File: src/rtl/wdt_alarm_pkg.sv
package wdt_alarm_pkg;

    typedef enum logic [2:0] {
        ST_IDLE    = 3'd0,
        ST_SEC_RUN = 3'd1,
        ST_WD_RUN  = 3'd2,
        ST_WD_DONE = 3'd3,
        ST_PULSE   = 3'd4
    } wdt_state_e;

    // Control field layout, MSB first: enable, mode, steer, irq enable
    typedef struct packed {
        logic enable;
        logic wdmode;
        logic steer;
        logic irq_en;
    } wdt_ctl_t;

    localparam int unsigned CTL_W = $bits(wdt_ctl_t);

endpackage

File: src/rtl/wdt_seed_counter.sv
module wdt_seed_counter #(
    parameter int unsigned CNT_BYTES = 3,
    localparam int unsigned CNT_W = 8 * CNT_BYTES
) (
    input  logic                 clk,
    input  logic                 rst_n,
    input  logic [CNT_BYTES-1:0] byte_wr,
    input  logic [7:0]           wdata,
    input  logic                 reload,
    input  logic                 dec,
    output logic [CNT_W-1:0]     cnt_q,
    output logic                 is_zero,
    output logic                 is_one,
    output logic                 wr_from_zero
);

    logic [CNT_W-1:0] seed_q;
    logic [CNT_W-1:0] seed_next;
    logic             any_wr;

    for (genvar b = 0; b < CNT_BYTES; b++) begin : g_lane
        assign seed_next[8*b +: 8] = byte_wr[b] ? wdata : seed_q[8*b +: 8];
    end

    assign any_wr = |byte_wr;

    always_ff @(posedge clk or negedge rst_n) begin
        if (!rst_n) begin
            seed_q <= '0;
            cnt_q  <= '0;
        end else if (any_wr) begin
            seed_q <= seed_next;
            cnt_q  <= seed_next;
        end else if (reload) begin
            cnt_q <= seed_q;
        end else if (dec) begin
            cnt_q <= cnt_q - CNT_W'(1);
        end
    end

    assign is_zero      = (cnt_q == '0);
    assign is_one       = (cnt_q == CNT_W'(1));
    assign wr_from_zero = any_wr && is_zero && (seed_next != '0);

    AST_WRITE_LOADS_BOTH: assert property (@(posedge clk) disable iff (!rst_n)
        $past(any_wr) |-> (cnt_q == seed_q));

    AST_DEC_STEP_ONE: assert property (@(posedge clk) disable iff (!rst_n)
        (dec && !reload && !any_wr && !is_zero) |=> (cnt_q == $past(cnt_q) - CNT_W'(1)));

endmodule

File: src/rtl/wdt_pulse_timer.sv
module wdt_pulse_timer #(
    parameter int unsigned PULSE_TICKS = 250,
    localparam int unsigned CW = $clog2(PULSE_TICKS + 1)
) (
    input  logic clk,
    input  logic rst_n,
    input  logic start,
    input  logic tick,
    output logic busy,
    output logic done
);

    localparam logic [CW-1:0] LAST = CW'(PULSE_TICKS - 1);

    logic [CW-1:0] cnt_q;
    logic          active_q;

    always_ff @(posedge clk or negedge rst_n) begin
        if (!rst_n) begin
            active_q <= 1'b0;
            cnt_q    <= '0;
        end else if (start) begin
            active_q <= 1'b1;
            cnt_q    <= '0;
        end else if (active_q && tick) begin
            if (cnt_q == LAST) begin
                active_q <= 1'b0;
                cnt_q    <= '0;
            end else begin
                cnt_q <= cnt_q + CW'(1);
            end
        end
    end

    assign busy = active_q;
    assign done = active_q && tick && (cnt_q == LAST);

    AST_TIMER_IN_RANGE: assert property (@(posedge clk) disable iff (!rst_n)
        cnt_q <= LAST);

    AST_DONE_ENDS_TIMER: assert property (@(posedge clk) disable iff (!rst_n)
        (done && !start) |=> !active_q);

endmodule

File: src/rtl/wdt_ctrl_fsm.sv
module wdt_ctrl_fsm
    import wdt_alarm_pkg::*;
(
    input  logic       clk,
    input  logic       rst_n,
    input  logic       run_ok,
    input  wdt_ctl_t   ctl,
    input  logic       tick_sec,
    input  logic       tick_fast,
    input  logic       kick,
    input  logic       cnt_wr_any,
    input  logic       cnt_is_one,
    input  logic       cnt_is_zero,
    input  logic       flag_clr,
    input  logic       pulse_done,
    output wdt_state_e state_q,
    output logic       flag_q,
    output logic       dec,
    output logic       reload,
    output logic       pulse_start,
    output logic       rst_n_out,
    output logic       irq_n_out,
    output logic       access_block
);

    wdt_state_e state_d;
    logic       expire;
    logic       kind_rst_q;

    // Counter actions per state
    always_comb begin : p_actions
        dec    = 1'b0;
        reload = 1'b0;
        expire = 1'b0;
        unique case (state_q)
            ST_SEC_RUN: begin
                if (run_ok && !ctl.wdmode && tick_sec && !cnt_wr_any) begin
                    if (cnt_is_one) begin
                        expire = 1'b1;
                        reload = 1'b1;
                    end else begin
                        dec = 1'b1;
                    end
                end
            end
            ST_WD_RUN: begin
                if (run_ok && ctl.wdmode && !cnt_wr_any) begin
                    if (tick_fast && cnt_is_one) begin
                        expire = 1'b1;
                        dec    = 1'b1;
                    end else if (kick) begin
                        reload = 1'b1;
                    end else if (tick_fast) begin
                        dec = 1'b1;
                    end
                end
            end
            default: ;
        endcase
    end

    assign pulse_start = (state_q == ST_WD_RUN) && expire && (!ctl.steer || ctl.irq_en);

    // Next-state selection
    always_comb begin : p_next
        state_d = state_q;
        unique case (state_q)
            ST_IDLE: begin
                if (run_ok) state_d = ctl.wdmode ? ST_WD_RUN : ST_SEC_RUN;
            end
            ST_SEC_RUN: begin
                if (!run_ok)         state_d = ST_IDLE;
                else if (ctl.wdmode) state_d = ST_WD_RUN;
            end
            ST_WD_RUN: begin
                if (expire)           state_d = pulse_start ? ST_PULSE : ST_WD_DONE;
                else if (!run_ok)     state_d = ST_IDLE;
                else if (!ctl.wdmode) state_d = ST_SEC_RUN;
            end
            ST_WD_DONE: begin
                if (cnt_wr_any) state_d = ST_IDLE;
            end
            ST_PULSE: begin
                if (pulse_done) state_d = ST_IDLE;
            end
            default: state_d = ST_IDLE;
        endcase
    end

    // State register
    always_ff @(posedge clk or negedge rst_n) begin : p_state
        if (!rst_n) state_q <= ST_IDLE;
        else        state_q <= state_d;
    end

    always_ff @(posedge clk or negedge rst_n) begin : p_kind
        if (!rst_n)           kind_rst_q <= 1'b0;
        else if (pulse_start) kind_rst_q <= !ctl.steer;
    end

    always_ff @(posedge clk or negedge rst_n) begin : p_flag
        if (!rst_n)                                  flag_q <= 1'b0;
        else if (expire)                             flag_q <= 1'b1;
        else if (state_q == ST_PULSE && pulse_done)  flag_q <= 1'b0;
        else if (flag_clr && state_q != ST_PULSE)    flag_q <= 1'b0;
    end

    // Outputs
    always_comb begin : p_outputs
        rst_n_out    = !(state_q == ST_PULSE && kind_rst_q);
        access_block =  (state_q == ST_PULSE && kind_rst_q);
        irq_n_out    = !((state_q == ST_PULSE && !kind_rst_q) ||
                         (!ctl.wdmode && ctl.irq_en && flag_q));
    end

    AST_PULSE_HOLDS_FLAG: assert property (@(posedge clk) disable iff (!rst_n)
        (state_q == ST_PULSE) |-> flag_q);

    AST_DONE_AT_ZERO: assert property (@(posedge clk) disable iff (!rst_n)
        (state_q == ST_WD_DONE) |-> cnt_is_zero);

    AST_ONE_PULSE_PIN: assert property (@(posedge clk) disable iff (!rst_n)
        !rst_n_out |-> irq_n_out);

    AST_EXPIRY_SETS_FLAG: assert property (@(posedge clk) disable iff (!rst_n)
        (state_q == ST_WD_RUN && tick_fast && cnt_is_one && run_ok && ctl.wdmode && !cnt_wr_any)
        |=> flag_q);

endmodule

File: src/rtl/wdt_alarm_ctrl.sv
module wdt_alarm_ctrl
    import wdt_alarm_pkg::*;
#(
    parameter int unsigned CNT_BYTES   = 3,
    parameter int unsigned PULSE_TICKS = 250,
    localparam int unsigned CNT_W = 8 * CNT_BYTES
) (
    input  logic                 clk,
    input  logic                 rst_n,
    input  logic                 tick_sec,
    input  logic                 tick_fast,
    input  logic                 tick_ms,
    input  logic [CNT_BYTES-1:0] cnt_wr,
    input  logic [7:0]           cnt_wdata,
    input  logic [CNT_BYTES-1:0] cnt_rd,
    input  logic                 ctl_wr,
    input  logic [3:0]           ctl_wdata,
    input  logic                 flag_wr,
    input  logic                 flag_wdata,
    output logic [CNT_W-1:0]     cnt_value,
    output logic                 alarm_flag,
    output logic                 wdt_rst_n,
    output logic                 wdt_irq_n,
    output logic                 access_block
);

    wdt_ctl_t             ctl_q;
    logic                 armed_q;
    logic [CNT_BYTES-1:0] cnt_wr_g;
    logic                 kick_g;
    logic                 ctl_wr_g;
    logic                 flag_clr_g;
    logic                 cnt_is_zero;
    logic                 cnt_is_one;
    logic                 wr_from_zero;
    logic                 run_ok;
    logic                 dec;
    logic                 reload;
    logic                 pulse_start;
    logic                 pulse_busy;
    logic                 pulse_done;
    wdt_state_e           state;

    // Register access is gated while a reset pulse runs
    assign cnt_wr_g   = access_block ? '0 : cnt_wr;
    assign kick_g     = !access_block && (|cnt_rd);
    assign ctl_wr_g   = !access_block && ctl_wr;
    assign flag_clr_g = !access_block && flag_wr && !flag_wdata;

    always_ff @(posedge clk or negedge rst_n) begin
        if (!rst_n)        ctl_q <= '0;
        else if (ctl_wr_g) ctl_q <= wdt_ctl_t'(ctl_wdata);
    end

    // Enable must rise after a zero-to-nonzero load before counting resumes
    always_ff @(posedge clk or negedge rst_n) begin
        if (!rst_n)                                        armed_q <= 1'b0;
        else if (ctl_wr_g && ctl_wdata[3] && !ctl_q.enable) armed_q <= 1'b1;
        else if (wr_from_zero)                             armed_q <= 1'b0;
    end

    assign run_ok = ctl_q.enable && armed_q && !cnt_is_zero;

    wdt_seed_counter #(.CNT_BYTES(CNT_BYTES)) u_counter (
        .clk          (clk),
        .rst_n        (rst_n),
        .byte_wr      (cnt_wr_g),
        .wdata        (cnt_wdata),
        .reload       (reload),
        .dec          (dec),
        .cnt_q        (cnt_value),
        .is_zero      (cnt_is_zero),
        .is_one       (cnt_is_one),
        .wr_from_zero (wr_from_zero)
    );

    wdt_pulse_timer #(.PULSE_TICKS(PULSE_TICKS)) u_timer (
        .clk   (clk),
        .rst_n (rst_n),
        .start (pulse_start),
        .tick  (tick_ms),
        .busy  (pulse_busy),
        .done  (pulse_done)
    );

    wdt_ctrl_fsm u_fsm (
        .clk          (clk),
        .rst_n        (rst_n),
        .run_ok       (run_ok),
        .ctl          (ctl_q),
        .tick_sec     (tick_sec),
        .tick_fast    (tick_fast),
        .kick         (kick_g),
        .cnt_wr_any   (|cnt_wr_g),
        .cnt_is_one   (cnt_is_one),
        .cnt_is_zero  (cnt_is_zero),
        .flag_clr     (flag_clr_g),
        .pulse_done   (pulse_done),
        .state_q      (state),
        .flag_q       (alarm_flag),
        .dec          (dec),
        .reload       (reload),
        .pulse_start  (pulse_start),
        .rst_n_out    (wdt_rst_n),
        .irq_n_out    (wdt_irq_n),
        .access_block (access_block)
    );

    AST_ZERO_STAYS_ZERO: assert property (@(posedge clk) disable iff (!rst_n)
        (cnt_is_zero && !(|cnt_wr_g)) |=> (cnt_value == '0));

    AST_RUN_NEEDS_ARM: assert property (@(posedge clk) disable iff (!rst_n)
        dec |-> (armed_q && ctl_q.enable));

    AST_PULSE_HAS_TIMER: assert property (@(posedge clk) disable iff (!rst_n)
        (state == ST_PULSE) |-> pulse_busy);

    AST_BLOCK_FREEZES_CTL: assert property (@(posedge clk) disable iff (!rst_n)
        access_block |=> $stable(ctl_q));

endmodule

File: config.mk
export PLATFORM = sky130hd
export DESIGN_NAME = wdt_alarm_ctrl
export DESIGN_NICKNAME = d
export VERILOG_FILES = /design/src/rtl/wdt_alarm_pkg.sv /design/src/rtl/wdt_seed_counter.sv /design/src/rtl/wdt_pulse_timer.sv /design/src/rtl/wdt_ctrl_fsm.sv /design/src/rtl/wdt_alarm_ctrl.sv
export SDC_FILE = /design/constraint.sdc
export NUM_CORES = 1
export LEC_CHECK = 0
export BUFFER_PORTS_ARGS = -buffer_cell sky130_fd_sc_hd__buf_2
export CAP_MARGIN = 40
export CORE_UTILIZATION = 40
export CTS_CLUSTER_SIZE = 20
export DETAILED_ROUTE_END_ITERATION = 16
export PLACE_DENSITY = 0.61
export SETUP_SLACK_MARGIN = 0.05
export SYNTH_ARGS = -nofsm -noshare
export SYNTH_HDL_FRONTEND = slang
export SYNTH_SLANG_ARGS = --single-unit
File: constraint.sdc
create_clock -name clk -period 7.5 [get_ports clk]
set_input_delay 0.75 -clock clk [delete_from_list [all_inputs] [get_ports clk]]
set_output_delay 0.75 -clock clk [all_outputs]
set_load 0.02 [all_outputs]
* Yosys cells after proc, flatten, opt, wreduce, memory -nomap -nowiden *
Index checks and enable logic that the tools add are counted.

word-level totals
  register bits after elaboration = 67
  input port bits = 26

operators by class
  $add $sub $neg = 2
  eq/ne operators = 12
  mux-type cells = 45
  reductions and logical operators = 49

operator list
  operator               number
  $mux 24                3
  $mux 8                 6
  $mux 3                 10
  $logic_and 1x1->1      26
  $eq 24x1->1 const B    1
  $logic_not 24->1       1
  $reduce_bool 24->1     1
  $sub 24x1->24 const B  1
  $mux 1                 21
  $pmux 3 s5             1
  $logic_not 1->1        9
  $add 8x1->8 const B    1
  $eq 8x8->1 const B     1
  $eq 3x2->1 const B     2
  $ne 3x3->1 const B     2
  $pmux 1 s2             3
  $reduce_bool 2->1      3
  $reduce_bool 3->1      2
  $reduce_or 3->1        2
  $reduce_and 5->1       1
  $ne 2x1->1 const B     2
  $ne 4x4->1 const B     1
  $eq 3x1->1 const B     1
  $eq 3x3->1 const B     1
  other kinds (5)        6

* Logic depth before layout (Yosys ltp) *
Gate-level depths: netlist of run 1.

  depth after elaboration = 13
  mapped depth = 11

* By module *
From an unflattened synthesis of run 1, not the netlist that was laid out.

second synthesis, totals
  cell total of the unflattened synthesis = 455
  area, all modules = 4185.3 um^2

by module, submodules not included
  module            instances  cells an instance  area an instance (um^2)
  wdt_seed_counter  1          328                2952.8
  wdt_pulse_timer   1          51                 508.0
  wdt_ctrl_fsm      1          53                 447.9
  wdt_alarm_ctrl    1          23                 276.5

* Worst setup path before layout of run 1 *
OpenSTA, ideal clock, no wires.

  path kind = input to register
  start = in cnt_wr[0]
  end = reg u_counter.cnt_q[11]
  arrival = 2402 ps
  required time = 7378 ps
  setup slack = 4976 ps
  stages = 6
  path through = or3_1 > nand2_1 > o2111ai_1 > o22a_1 > or4_1 > a32o_1

between the ends
  word-level cells in the longest chain between the ends = 8
  elaborated cells between the ends (all ways) = 14
  those cells by class = mux: 9; reduce/logical: 5

ends and longest elaborated chain
  what                                  RTL line                                      source
  start: declaration                    wdt_alarm_ctrl.sv:13                          input logic [CNT_BYTES-1:0] cnt_wr,
  $mux 3 (*)                            wdt_alarm_ctrl.sv:45                          assign cnt_wr_g = access_block ? '0 : cnt_wr;
  $reduce_or 3->1 (*)                   wdt_seed_counter.sv:25, wdt_alarm_ctrl.sv:94
  $logic_not 1->1                       wdt_ctrl_fsm.sv:37, wdt_ctrl_fsm.sv:47
  $logic_and 1x1->1 (on tied branches)  wdt_ctrl_fsm.sv:47, wdt_ctrl_fsm.sv:37
  $mux 1 (on tied branches)             wdt_ctrl_fsm.sv:47, wdt_ctrl_fsm.sv:37
  $pmux 1 s2                            wdt_ctrl_fsm.sv:35                            unique case (state_q)
  $mux 24                               wdt_seed_counter.sv:34                        end else if (reload) begin
  $mux 24                               wdt_seed_counter.sv:31                        end else if (any_wr) begin
  end signal: assignment                wdt_seed_counter.sv:33                        cnt_q <= seed_next;
  end signal: assignment                wdt_seed_counter.sv:35                        cnt_q <= seed_q;
  end signal: assignment                wdt_seed_counter.sv:37                        cnt_q <= cnt_q - CNT_W'(1);
  end: declaration                      wdt_seed_counter.sv:11                        output logic [CNT_W-1:0] cnt_q,

Mark *: on every way between the ends. The rest lies on a longest branch, timed or not.
A chain may end at the register's enable or synchronous reset.

* Worst setup path after layout of run 1 *
  start = reg u_counter.cnt_q[6]
  end = reg u_counter.cnt_q[20]

between the ends
  word-level cells in the longest chain between the ends = 10
  elaborated cells between the ends (all ways) = 25
  those cells by class = add/sub: 1; eq/ne: 1; mux: 13; reduce/logical: 10

ends and longest elaborated chain
  what
  parallel branches: the longest is 10 deep, another holds $sub 24x1->24

Several ways; the timed one is not identified. The select of a mux whose other input is x is not followed.

==> results of run 1 <==
[layout by cell type (no fill, tap or decap), types with 5 or more instances in the layout]
cell       count
dfrtp_1       67
buf_2         53
nand2_1       42
nor2_1        36
inv_1         28
a21oi_1       22
mux2i_1       16
o21ai_1       14
nor3_1        13
nand3_1       13
mux2_2        11
a2bb2oi_1     11
o31ai_1        9
a22oi_1        9
clkbuf_8       9
nand4_1        8
nor4_1         7
o21ai_0        7
or4_1          6
and3_1         5
a22oi_2        5
o2bb2ai_1      5
[worst max path at each step]
stage	start	end
final	u_counter.cnt_q[6]	u_counter.cnt_q[20]
after global routing	u_counter.cnt_q[0]	u_counter.cnt_q[18]
after CTS	u_counter.cnt_q[6]	u_counter.cnt_q[20]
after detailed placement	cnt_wr[0]	u_counter.cnt_q[20]
after global placement	u_counter.cnt_q[12]	u_counter.cnt_q[20]
after floorplan	cnt_wr[0]	u_counter.cnt_q[11]
[power breakdown]
group	switching (mW)	total, mW	internal (mW)
Combinational	0.120	0.199	0.0789
Clock	0.161	0.351	0.189
Sequential	0.0514	0.448	0.397
[per-layer routing]
layer  vias to the layer above  part of all wire [%]  global-route usage, %
met4                         0                   2.2                   10.3
met2                       103                    46                   35.4
li1                       1662                     -                      -
met1                      1705                    47                   33.3
met3                        22                   5.5                   4.28
met5                         -                     0                      0
[cells by family after synthesis]
| group | count (synthesis) | synth area share (%) |
|---|---|---|
| simple gates | 161 | 21.7 |
| compound gates | 111 | 20.7 |
| flops | 67 | 42.5 |
| buf+inv | 43 | 4.76 |
| mux | 27 | 7.21 |
| xor+xnor | 8 | 1.78 |
| fa+ha+maj | 4 | 1.27 |
[through the flow]
| step | instances | area [sq um] |
|---|---|---|
| global placement | 590 | 4300 |
| global route | 608 | 4570 |
| finish | 608 | 4570 |
| detailed placement | 592 | 4340 |
| CTS | 608 | 4570 |
| floorplan | 421 | 3940 |
[sequential cells by signal, summed over array words and instances (netlist names)]
register	count
ctl_q	4
u_timer.cnt_q	8
armed_q	1
u_fsm.state_q	3
u_fsm.kind_rst_q	1
u_timer.busy	1
u_counter.cnt_q	24
u_fsm.flag_q	1
u_counter.seed_q	24
[layout make-up]
type                       instances  area, sq um
clock buffer                       9          124
tap                              129          161
fill                             947         4800
sequential                        67         1680
timing repair buffer              57          323
inverter                          28          105
clock inverter                     7          101
multi-input combinational        311         2080
==> results.txt, run 1 <==
Fin crit share: 44.9%
Pre-antenna DRT Iters: 5
Layout Utilization: 48.7%
CP Launch Type: flip-flop
Clk slew on worst S/H paths: 0.09 ns
Initial Utilization: 42.1%
Total die area: 10300 sq um
Top-area cell type share of the netlist area: 42.5%
Fmax achieved: 297 MHz
Via density: 5.74
Synth Register Bits: 67
Synth Cell Area: 3940 sq um
Post-CTS resize count: 0
CTS Sinks: 67
Die W: 101 microns
MaxCap Viol Count: 0
Top cells by area, synth: dfrtp_1 (43%), mux2i_1 (4.1%), nand2_1 (4.0%)
Yosys Warn Count: 0
Reg-to-reg endpoint: u_counter.cnt_q[20]
Vias: 3492
Remaining Overflow, GRT: 0
Placement Setup Slack: 4.12 ns
CTS Root Cell: clkbuf_8
Clock skew: 0.0122 ns
Post-synthesis cell type count: 65
Pleak: 2.02 nW
Hold/Removal Path Class: in2async
Top delay family on crit path: simple AND/OR/NAND/NOR gates
Crit. End Element: flip-flop
Final worst slack: 4.13 ns
Die height: 101 microns
Rows: 35
Net count, final: 504
CTS tree: built
Worst path slowest cell: o22a_1
Worst path required time: 7.72 ns
Avg Cell Area, Syn: 9.36 sq um
Top FF cell, synth: dfrtp_1
Initial antenna violation count: 0
DRC viols: 0
Routed length per instance: 18.4 microns
Layout cells sized above 1: 22.3%
Setup violations, final: 0
Commonest cells post-synth: dfrtp_1 (67), nand2_1 (42), nor2_1 (36)
# port buffers: 53
Worst hold slack: 0.365 ns
CTS buffer count: 9
R2r startpoint: u_counter.cnt_q[6]
Hold Fails Final Rpt: 0
Diode count: 0
Post-DP HPWL: 8280 microns
H-tree depth: 3
CP bufs+invs: 0
Tmin final: 3.37 ns
Reg2reg path depth: 7
CP cell instances: nor4_2, nand4_1, o2111ai_1, o22a_1, and2_1, a21oi_1, a2bb2oi_1
Leading area contributor after synthesis: dfrtp_1
Placer Congestion: 0.851
Setup slack, reg-to-reg: 4.13 ns
Pins Over Slew Limit: 0
Pin count of the biggest net entering global routing: 48
PnR Total Power: 998 uW
Post-Syn Nets: 451
Clock Latency Late Sink: 0.36 ns
Crit path depth: 7
Cell with the most instances after synthesis: dfrtp_1
VDD IR max: 0.0846 mV
Worst slew pin tran: 0.861 ns
Core Footprint: 9370 sq um
Sequential area share after synthesis: 42.5%
Tot GR Track Use: 23.6%
First-pass GRT wire length: 17900 microns
Asr flop ratio synth: 100%
Antenna viol nets, final: 0
Vias in the first global route: 3321
Crit path max fanout: 22
Clock buffer depth: 2
Setup TNS: 0 ns
Arrival time at the worst endpoint: 3.59 ns
Cts hold-fix bufs: 0
WS Path Type: reg2reg
Post-synth EDFFs: 0
Post-Synthesis Cells: 421
Pwr Density: 218 nW/um^2
Post-CTS Setup Bufs: 0
Status: finished clean
1st-iter DRT viols: 293
DRT Wirelength: 11200 microns
Max incr delay on CP: 0.76 ns
Unrepaired setup endpoints after global routing: false
Synthesis-to-finish area growth: 15.9%
Rel. slew slack: 42.6%
Ports: 54
Power figures use the tool's default switching activity.
==> run 2, diff against run 1 <==
- clock period: 7.5 -> 3.1 ns (I/O delays scaled with it)
==> results.txt, run 2 (synthesis results as in run 1) <==
Vias: 3599 (+3.1%)
CP Launch Type: flip-flop
DRT Wirelength: 11500 microns (+3.0%)
Ports: 54 (unchanged)
Final worst slack: 0.215 ns (-3.92 ns)
Hold path depth: 2
Clock skew: 0.0101 ns (-0.00212 ns)
WS Path Type: reg2reg
Pins Over Slew Limit: 0 (unchanged)
Fin crit share: 93.1% (+48 points)
Tot GR Track Use: 24.3% (+0.70 points)
Die W: 101 microns (unchanged)
Reg2reg path depth: 8 (+1)
Total die area: 10300 sq um (unchanged)
Number of fillers in the final layout: 946 (-0.11%)
Max incr delay on CP: 0.62 ns (-0.14 ns)
Status: finished clean
Hold Fails Final Rpt: 0 (unchanged)
Placer Congestion: 0.897 (+5.4%)
R2r startpoint: u_counter.cnt_q[12]
Crit path max fanout: 12 (-45%)
Post-CTS Setup Bufs: 0 (unchanged)
Worst path required time: 3.34 ns (-4.38 ns)
Initial Utilization: 42.1% (unchanged)
Worst Min Path Start: ctl_wdata[1]
# port buffers: 53 (unchanged)
Clk slew on worst S/H paths: 0.08 ns (about the same)
MaxCap Viol Count: 0 (unchanged)
Most frequent cells in the layout: dfrtp_1 (67), buf_2 (53), nand2_1 (42)
Remaining Overflow, GRT: 0 (unchanged)
Antenna viol nets, final: 0 (unchanged)
Die height: 101 microns (unchanged)
Initial antenna violation count: 0 (unchanged)
Clock buffer depth: 2 (unchanged)
Synthesis-to-finish area growth: 18.9%
Core Footprint: 9370 sq um (unchanged)
DP Area: 4470 sq um (+2.9%)
DRC viols: 0 (unchanged)
Via density: 5.75 (+0.10%)
Worst slew pin tran: 0.568 ns (-0.293 ns)
Setup TNS: 0 ns (unchanged)
Fmax achieved: 347 MHz (+17%)
Pin count of the biggest net entering global routing: 41 (-15%)
Routed length per instance: 18.4 microns (about the same)
Layout Utilization: 50.0% (+1.3 points)
H-tree depth: 3 (unchanged)
Post-DP HPWL: 8510 microns (+2.8%)
Pleak: 2.09 nW (+3.6%)
Unrepaired setup endpoints after global routing: false
CTS Root Cell: clkbuf_8
First-pass GRT wire length: 18800 microns (+5.2%)
Reg-to-reg endpoint: u_counter.cnt_q[17]
Pwr Density: 499 nW/um^2 (+130%)
Rows: 35 (unchanged)
Diode count: 0 (unchanged)
PnR Total Power: 2.34 mW (+130%)
Net count, final: 522 (+3.6%)
WHS Endpoint: ctl_q[1]
Placement Setup Slack: 0.166 ns (-3.96 ns)
CP cell instances: nor3_4, nand4_2, or4_4, a211oi_4, buf_4, nand2_1, o21ai_0, o21ai_1
Setup slack, reg-to-reg: 0.22 ns (-3.92 ns)
Fin cells: 626 (+3.0%)
Leading cell type in the layout, fill and taps excluded: dfrtp_1
Arrival time at the worst endpoint: 3.12 ns (-0.47 ns)
Crit. End Element: flip-flop
1st-iter DRT viols: 285 (-2.7%)
Worst path slowest cell: or4_4
VDD IR max: 0.217 mV (+160%)
Tmin final: 2.88 ns (-0.484 ns)
CTS tree: built
Design Area, Final: 4690 sq um (+2.6%)
Pre-antenna DRT Iters: 5 (unchanged)
Clock Latency Late Sink: 0.35 ns (about the same)
CTS buffer count: 9 (unchanged)
Layout cells sized above 1: 25.2% (+2.8 points)
Biggest regs: u_counter.cnt_q x24, u_counter.seed_q x24, u_timer.cnt_q x8
Hold/Removal Path Class: in2reg
CTS Sinks: 67 (unchanged)
Rel. slew slack: 62.1% (+19 points)
Worst hold slack: 0.194 ns (-0.170 ns)
Setup violations, final: 0 (unchanged)
Placed Cells: 609 (+2.9%)
Vias in the first global route: 3454 (+4.0%)
run 2: changes by cell type in the layout (fill, tap and decap cells not counted), sizes merged:
cell,previous run,this run
buf,57,74
inv,29,28
clkinv,2,4
dlygate4sd3,0,1
bufinv,2,1
run 2: metal layers:
layer  part of all wire [%]  track usage [%]
met1                     48             36.1
met2                     45             36.6
met3                    5.5             3.31
met4                    1.4             7.25
met5                      0                0
run 2: how the worst max path moves through the flow:
stage,startpoint,to,slack (ns),cells after the start
after floorplan,u_counter.cnt_q[10],u_counter.cnt_q[18],0.59,9
after global placement,u_counter.cnt_q[12],u_counter.cnt_q[17],0.16,8
after detailed placement,u_counter.cnt_q[12],u_counter.cnt_q[16],0.17,8
after CTS,u_counter.cnt_q[12],u_counter.cnt_q[16],0.15,8
after global routing,u_counter.cnt_q[12],u_counter.cnt_q[6],0.07,8
final,u_counter.cnt_q[12],u_counter.cnt_q[17],0.22,8
run 2: report_power, final:
group,leakage [nW],internal [mW],total (mW),switching [mW]
logic,1.17,0.211,0.524,0.312
registers,0.822,0.960,1.08,0.117
clock network,0.0950,0.368,0.736,0.368
run 2: repair_timing:
action                                  in CTS  in global routing
endpoints found under the setup margin       0                 15
hold endpoints to repair                    27                  0
hold buffers                                 1                  0
gates resized for setup                      0                  3
run 2: final cells by class:
| class | instances | area (sq um) | share of cell area [%] |
|---|---|---|---|
| clock buffer | 9 | 124 | 2.64 |
| clock inverter | 7 | 68.8 | 1.47 |
| inverter | 28 | 105 | 2.24 |
| multi-input combinational | 311 | 2090 | 44.7 |
| sequential | 67 | 1680 | 35.8 |
| tap | 129 | 161 | 3.44 |
| timing repair buffer | 75 | 458 | 9.77 |
run 2: critical path, delay by kind of cell, from the launching register on:
family                 cells  cell delay (ns)
AND/OR/NAND/NOR            4             1.39
flip-flops                 1             0.50
AO/OA/AOI/OAI              3             0.63
buffers and inverters      1             0.25
==> run 3, diff against run 2 <==
- clock period: 3.1 -> 2.7 ns (I/O delays scaled with it)
==> results.txt, run 3 (synthesis results as in run 1) <==
VDD IR max: 0.271 mV (+25%)
WHS Endpoint: ctl_q[0]
Tmin final: 2.57 ns (-0.316 ns)
Placer Congestion: 0.903 (+0.62%)
DRT Wirelength: 12000 microns (+3.8%)
Vias: 3669 (+1.9%)
Hold path depth: 2 (unchanged)
Crit. End Element: flip-flop
Clock skew: 0.0152 ns (+0.00517 ns)
Top delay family on crit path: simple AND/OR/NAND/NOR gates
Fmax achieved: 389 MHz (+12%)
Layout cells sized above 1: 32.1% (+6.9 points)
Core Footprint: 9370 sq um (unchanged)
Die W: 101 microns (unchanged)
Multi-input gate area: 2160 sq um (+3.4%)
Unrepaired setup endpoints after global routing: true
Synthesis-to-finish area growth: 27.7%
First-pass GRT wire length: 19300 microns (+2.5%)
P_sw: 959 uW (+20%)
Design Area, Final: 5030 sq um (+7.4%)
CTS tree: built
Net count, final: 552 (+5.7%)
Via density: 5.59 (-2.7%)
Max incr delay on CP: 0.50 ns (-0.12 ns)
Remaining Overflow, GRT: 0 (unchanged)
CTS buffer count: 9 (unchanged)
Setup violations, final: 0 (unchanged)
CP Launch Type: flip-flop
Ports: 54 (unchanged)
Pin count of the biggest net entering global routing: 41 (unchanged)
# port buffers: 53 (unchanged)
Pre-antenna DRT Iters: 5 (unchanged)
Clk slew on worst S/H paths: 0.09 ns (about the same)
Int Pwr: 2.05 mW (+33%)
Post-DP HPWL: 8960 microns (+5.4%)
Hold Fails Final Rpt: 0 (unchanged)
CTS Root Cell: clkbuf_8
Reg2reg path depth: 7 (-1)
Sequential Area: 1680 sq um (unchanged)
WS Path Type: reg2reg
Crit path max fanout: 5 (-7)
Critical path launch point: u_counter.cnt_q[6]
Biggest regs: u_counter.cnt_q x24, u_counter.seed_q x24, u_timer.cnt_q x8
Pleak: 2.29 nW (+9.5%)
Initial antenna violation count: 0 (unchanged)
Leading cell type in the layout, fill and taps excluded: dfrtp_1
Number of fillers in the final layout: 907 (-4.1%)
CP cell instances: nor4_2, buf_4, nand4_1, o21ba_1, o22a_2, or4_1, a32o_1
Arrival time at the worst endpoint: 2.82 ns (-0.30 ns)
Clock power share: 35.8% (+4.3 points)
DRC viols: 0 (unchanged)
Vias in the first global route: 3606 (+4.4%)
Routed length per instance: 18.3 microns (-0.92%)
Die height: 101 microns (unchanged)
Rows: 35 (unchanged)
Tot GR Track Use: 25.0% (+0.73 points)
Worst path slowest cell: or4_1
Status: finished clean
Most frequent cells in the layout: dfrtp_1 (67), buf_2 (53), buf_4 (48)
Fin crit share: 95.1% (+2.1 points)
Setup TNS: 0 ns (unchanged)
Pwr Density: 597 nW/um^2 (+20%)
CTS Sinks: 67 (unchanged)
R2r startpoint: u_counter.cnt_q[6]
Setup slack, reg-to-reg: 0.13 ns (-0.08 ns)
CP bufs+invs: 1 (unchanged)
Antenna viol nets, final: 0 (unchanged)
Worst Min Path Start: ctl_wdata[0]
Sw Ratio: 31.9% (-2.2 points)
H-tree depth: 3 (unchanged)
Reg-to-reg endpoint: u_counter.cnt_q[11]
Clock buffer depth: 2 (unchanged)
Pins Over Slew Limit: 0 (unchanged)
Clock Latency Late Sink: 0.35 ns (about the same)
MaxCap Viol Count: 0 (unchanged)
Hold/Removal Path Class: in2reg
DP Area: 4660 sq um (+4.3%)
Total die area: 10300 sq um (unchanged)
Rel. slew slack: 54.2% (-7.8 points)
1st-iter DRT viols: 208 (-27%)
Sequential power share: 40.4% (-5.7 points)
Worst path required time: 2.95 ns (-0.39 ns)
Diode count: 0 (unchanged)
Worst slew pin tran: 0.687 ns (+0.119 ns)
Comb power frac: 23.8% (+1.4 points)
Initial Utilization: 42.1% (unchanged)
[run 3: changes by cell type in the layout (fill, tap and decap cells not counted), moves of 2 or more]
cell | previous run | this run
nand2_1 | 42 | 38
buf_4 | 19 | 48
a22oi_2 | 5 | 8
nand2_2 | 1 | 5
a22oi_1 | 9 | 6
buf_6 | 0 | 2
bufinv_16 | 1 | 3
clkinv_2 | 3 | 1
[run 3: timing repair]
action | in CTS | in global routing
setup buffers | 0 | 3
endpoints found under the hold margin | 27 | 0
resized for setup | 2 | 20
pin swaps | 0 | 5
setup endpoints to repair | 5 | 29
gates cloned | 0 | 0
hold buffers | 1 | 0
[run 3: cell type report]
cell class / count / area share (%)
sequential: 67 / 33.3
timing repair buffer: 105 / 13.5
tap: 129 / 3.21
clock buffer: 10 / 2.73
inverter: 28 / 2.09
multi-input combinational: 311 / 43.0
clock inverter: 6 / 2.21
[run 3: power by group through the flow]
stage                     clock [mW]  sequential [mW]  combinational, mW
after floorplan                    0             1.28              0.308
after global placement             0             1.21              0.682
after detailed placement           0             1.22              0.689
after CTS                       1.09             1.20              0.695
after global routing            1.14             1.23              0.773
final                           1.08             1.21              0.715
[run 3: worst max-delay path by stage]
stage | end | slack (ns) | cells past startpoint
floorplan | u_counter.cnt_q[18] | 0.19 | 9
global placement | u_counter.cnt_q[17] | 0.09 | 8
detailed placement | u_counter.cnt_q[20] | 0.006 | 8
CTS | u_counter.cnt_q[14] | 0.06 | 9
global route | u_counter.cnt_q[21] | 0.04 | 9
finish | u_counter.cnt_q[11] | 0.13 | 7
[run 3: worst register-to-register path, stage by stage (launching register included)]
cell and delay, ns:
dfrtp_1 0.41, nor4_2 0.37, buf_4 0.21, nand4_1 0.20, o21ba_1 0.25, o22a_2 0.25, or4_1 0.51, a32o_1 0.28
[run 3: per-stage QoR]
stage | total power, mW | hold WS, ns | utilization (%) | setup slack (ns) | instances
final | 3.01 | 0.153 | 53.7 | 0.131 | 656
after global routing | 3.14 | 0.158 | 53.7 | 0.0386 | 656
after CTS | 2.99 | 0.139 | 52.6 | 0.0599 | 653
after detailed placement | 1.91 | 0.345 | 49.7 | 0.00589 | 636
after global placement | 1.90 | 0.340 | 49.7 | 0.0894 | 636
after floorplan | 1.59 | -0.0256 | - | 0.189 | 421
[run 3: layer usage]
layer / wire (microns) / share of wire, % / GRT usage (%) / vias up
li1: - / - / - / 1752
met1: 5760 / 48 / 36.9 / 1799
met2: 5470 / 46 / 36.8 / 105
met3: 578 / 4.8 / 3.38 / 13
met4: 177 / 1.5 / 10.3 / 0
met5: 0 / 0 / 0 / -
